**config.mk**
```make
export PLATFORM = sky130hd
export DESIGN_NAME = psw_reg
export DESIGN_NICKNAME = d
export VERILOG_FILES = /design/src/rtl/psw_reg.sv
export SDC_FILE = /design/constraint.sdc
export NUM_CORES = 1
export LEC_CHECK = 0
export BUFFER_PORTS_ARGS = -buffer_cell sky130_fd_sc_hd__buf_2
export CORE_MARGIN = 1.5
export CORE_UTILIZATION = 38
export DETAILED_ROUTE_END_ITERATION = 8
export GPL_TIMING_DRIVEN = 0
export PLACE_DENSITY = 0.82
export SETUP_SLACK_MARGIN = 0.4
export SKIP_CTS_REPAIR_TIMING = 1
export SYNTH_ARGS = -nofsm -noshare
export SYNTH_HDL_FRONTEND = slang
export SYNTH_SLANG_ARGS = --single-unit
```
**constraint.sdc**
```tcl
create_clock -name clk -period 2.43 [get_ports clk]
set_clock_uncertainty 0.1 [all_clocks]
set_input_delay 0.1215 -clock clk [delete_from_list [all_inputs] [get_ports clk]]
set_output_delay 0.1215 -clock clk [all_outputs]
set_load 0.03 [all_outputs]
```
**src/rtl/psw_reg.sv**
```systemverilog
module psw_reg #(
  parameter int VEC_W     = 6,
  parameter int LOW_VECS  = 32
) (
  input  logic             clk,
  input  logic             rst_n,
  input  logic             wr_en,
  input  logic [15:0]      wr_data,
  input  logic             flag_upd_en,
  input  logic [3:0]       flag_val,
  input  logic             irq_req,
  input  logic [2:0]       irq_lvl,
  input  logic             hw_ack,
  input  logic             swint,
  input  logic [VEC_W-1:0] swint_num,
  output logic [15:0]      psw,
  output logic             irq_accept,
  output logic             user_sp_sel
);
  localparam logic [15:0]  WR_MASK = 16'h70FF;
  localparam logic [VEC_W:0] LOW_LIM = LOW_VECS[VEC_W:0];

  logic [15:0] word_q, word_d;

  always_comb begin
    word_d = word_q;
    if (wr_en) word_d = wr_data & WR_MASK;
    if (flag_upd_en) {word_d[5], word_d[3], word_d[2], word_d[0]} = flag_val;
    if (swint) begin
      word_d[6] = 1'b0;
      if ({1'b0, swint_num} < LOW_LIM) word_d[7] = 1'b0;
    end
    if (hw_ack) word_d[7:6] = 2'b00;
  end

  always_ff @(posedge clk or negedge rst_n)
    if (!rst_n) word_q <= '0;
    else        word_q <= word_d;

  assign psw         = word_q;
  assign user_sp_sel = word_q[7];
  assign irq_accept  = word_q[6] & irq_req & (irq_lvl > word_q[14:12]);
endmodule


```
==> results.ini <==
[outcome]
status = finished, violations left
violations = hold timing

[synth]
async_reset_ff_share_pct = 100
seq_area_frac_synth_pct = 47.5
synthDistinctLibCells = 17
netlist_instances = 53
synth_area_leaders = dfrtp_1, mux2i_1, buf_4, ha_1, mux2_2
yosysMostFrequentCell = dfrtp_1
synth_flop_cell = dfrtp_1
yosysWarnings = 0
netlist.area_leader.share_pct = 47.5
yosys_register_bits = 11
synth_area_sq_um = 579
postSynthAreaPerCell_sq_um = 10.9
synth-edff-count = 0
synth_largest_area_cell = dfrtp_1
synth_common_cells = dfrtp_1, buf_4, mux2i_1, nand2_1, o21ai_1

[setup_path]
end_kind = output port
cp.required_ps = 2210
start_kind = flip-flop
worstPathMaxFanout = 2
startpoint = psw[13]
r2r-start = psw[6]
critPathArrivalTime_ps = 1660
reg2regPathDepth = 3
rrSetupSlack_ps = 1070
path_class = reg2out
reg2reg_to = psw[6]

[clock_network]
clock_sinks = 11
htreeDepth = 1
insertion_delay_ps = 260
cts_buffer_depth = 2
cts_buffers = 3
path_clk_slew_ps = 70
root_buffer = clkbuf_4
cts_tree = yes

[place]
placement.io_buffers = 38
routabilityCongestion = 0.641
hpwlAfterDp_microns = 972

[floorplan]
row_count = 13
start_util_pct = 42.4
die_x_microns = 42.0
dieArea_sq_mm = 0.00177
fp.coreArea_sq_mm = 0.00137
die_h_microns = 42.0
ios = 54

[grt]
grt_antenna_before_repair = 0
grt-ovfl-total = 0
grt_max_degree = 12
grt_first_pass_wirelength_microns = 1970
grt_pass1_vias = 492
grt_usage_pct = 14.5

[drt]
viasPerCell = 4.49
ant_nets = 0
drt-total-wl_microns = 1440
first_pass_iters = 3
avgRoutedWirePerCell_microns = 11.4
vias = 566
drc = 0
drtIter0Drc = 6

[sta]
holdWs_ps = -2.63
final_hold_viol_count = 1
rsz0062_at_grt = no
maxSlewViolCount = 0
layout_min_cycle_time_ps = 1880
period_share_pct = 77.6
tns_ps = 0
timing.fmax_mhz = 531
setup_viol = 0

[finish]
drive_gt1_share_pct = 47.7
final_core_util_pct = 70.1
syn2layout_area_growth_pct = 65.4
antennaDiodeCount = 0
largest_register_ffs = 11
nets = 151

[power]
power.density_mw_per_mm2 = 501
p_leak_nw = 0.530
ir_drop_uv = 404

[hold_path]
min_to = psw[4]
hp-class = in2reg
hold_depth = 2
min_from = wr_data[4]

[run]
cap_violations = 0

## worst max-delay path, cell delays in order, from the launching register on
cell      delay (ps)
dfrtp_1          350
inv_1             50
ha_1             290
nor2b_1          130
o311ai_1         100
a311oi_2         250
clkbuf_4         230
## kinds of logic (layout without fill, tap and decap cells)
| kind of cell | after synthesis | after routing | share of synthesized area, % |
|---|---|---|---|
| buf+inv | 10 | 64 | 11.7 |
| mux | 9 | 9 | 16.2 |
| simple gates | 11 | 11 | 9.29 |
| compound gates | 8 | 8 | 8.21 |
| fa+ha+maj | 3 | 3 | 6.48 |
| other cells | 1 | 5 | 0.647 |
| flops | 11 | 11 | 47.5 |
## placed cells by master (no fill, tap or decap)
cell type       n
conb_1          5
inv_1           3
nor3_2          1
ha_1            3
buf_4           6
o21ai_0         2
nor2b_1         2
buf_6           1
buf_2          37
o311ai_1        1
mux2_2          3
nand2_1         6
o21ai_1         4
dlygate4sd3_1  12
nor2_1          1
dfrtp_1        11
nor3_1          1
clkbuf_1        1
clkbuf_4        4
mux2i_1         6
a311oi_2        1
## where the power goes
part           switching [W]  internal [W]  total, W
Combinational      0.0000867     0.0000661  0.000153
Sequential        0.00000876      0.000199  0.000207
Clock              0.0000570     0.0000634  0.000120
## metrics by stage
stage	hold slack, ps	area, sq um	cells	total power (W)	setup slack, ps
floorplan	-274	601	57	0.000298	513
global placement	-100	810	110	0.000343	796
detailed placement	-97.1	810	110	0.000347	760
CTS	-382	836	114	0.000470	466
global route	0.0679	958	126	0.000509	408
finish	-2.63	958	126	0.000481	545
## worst max-delay path by stage
| stage | endpoint | slack, ps |
|---|---|---|
| 3_3_place_gp | irq_accept | 800 |
| 4_1_cts | irq_accept | 470 |
| 2_1_floorplan | irq_accept | 510 |
| 3_5_place_dp | irq_accept | 760 |
| 6_report | irq_accept | 550 |
| 5_1_grt | irq_accept | 410 |
## layout make-up
class / instances / area (sq um)
timing repair buffer: 50 / 313
multi-input combinational: 36 / 258
sequential: 11 / 275
clock buffer: 4 / 26.3
inverter: 3 / 11.3
tap: 15 / 18.8
fill: 115 / 408
buffer: 7 / 56.3
## per-layer routing
layer | wire [microns] | vias up | track usage [%] | share of wire [%]
met3 | 141 | 0 | 3.88 | 9.8
met2 | 729 | 27 | 23.8 | 51
met1 | 569 | 251 | 18.1 | 40
li1 | - | 288 | - | -
met5 | 0 | - | 0 | 0
met4 | 0 | 0 | 5.63 | 0
No activity file was read; power rests on OpenSTA's default activity.
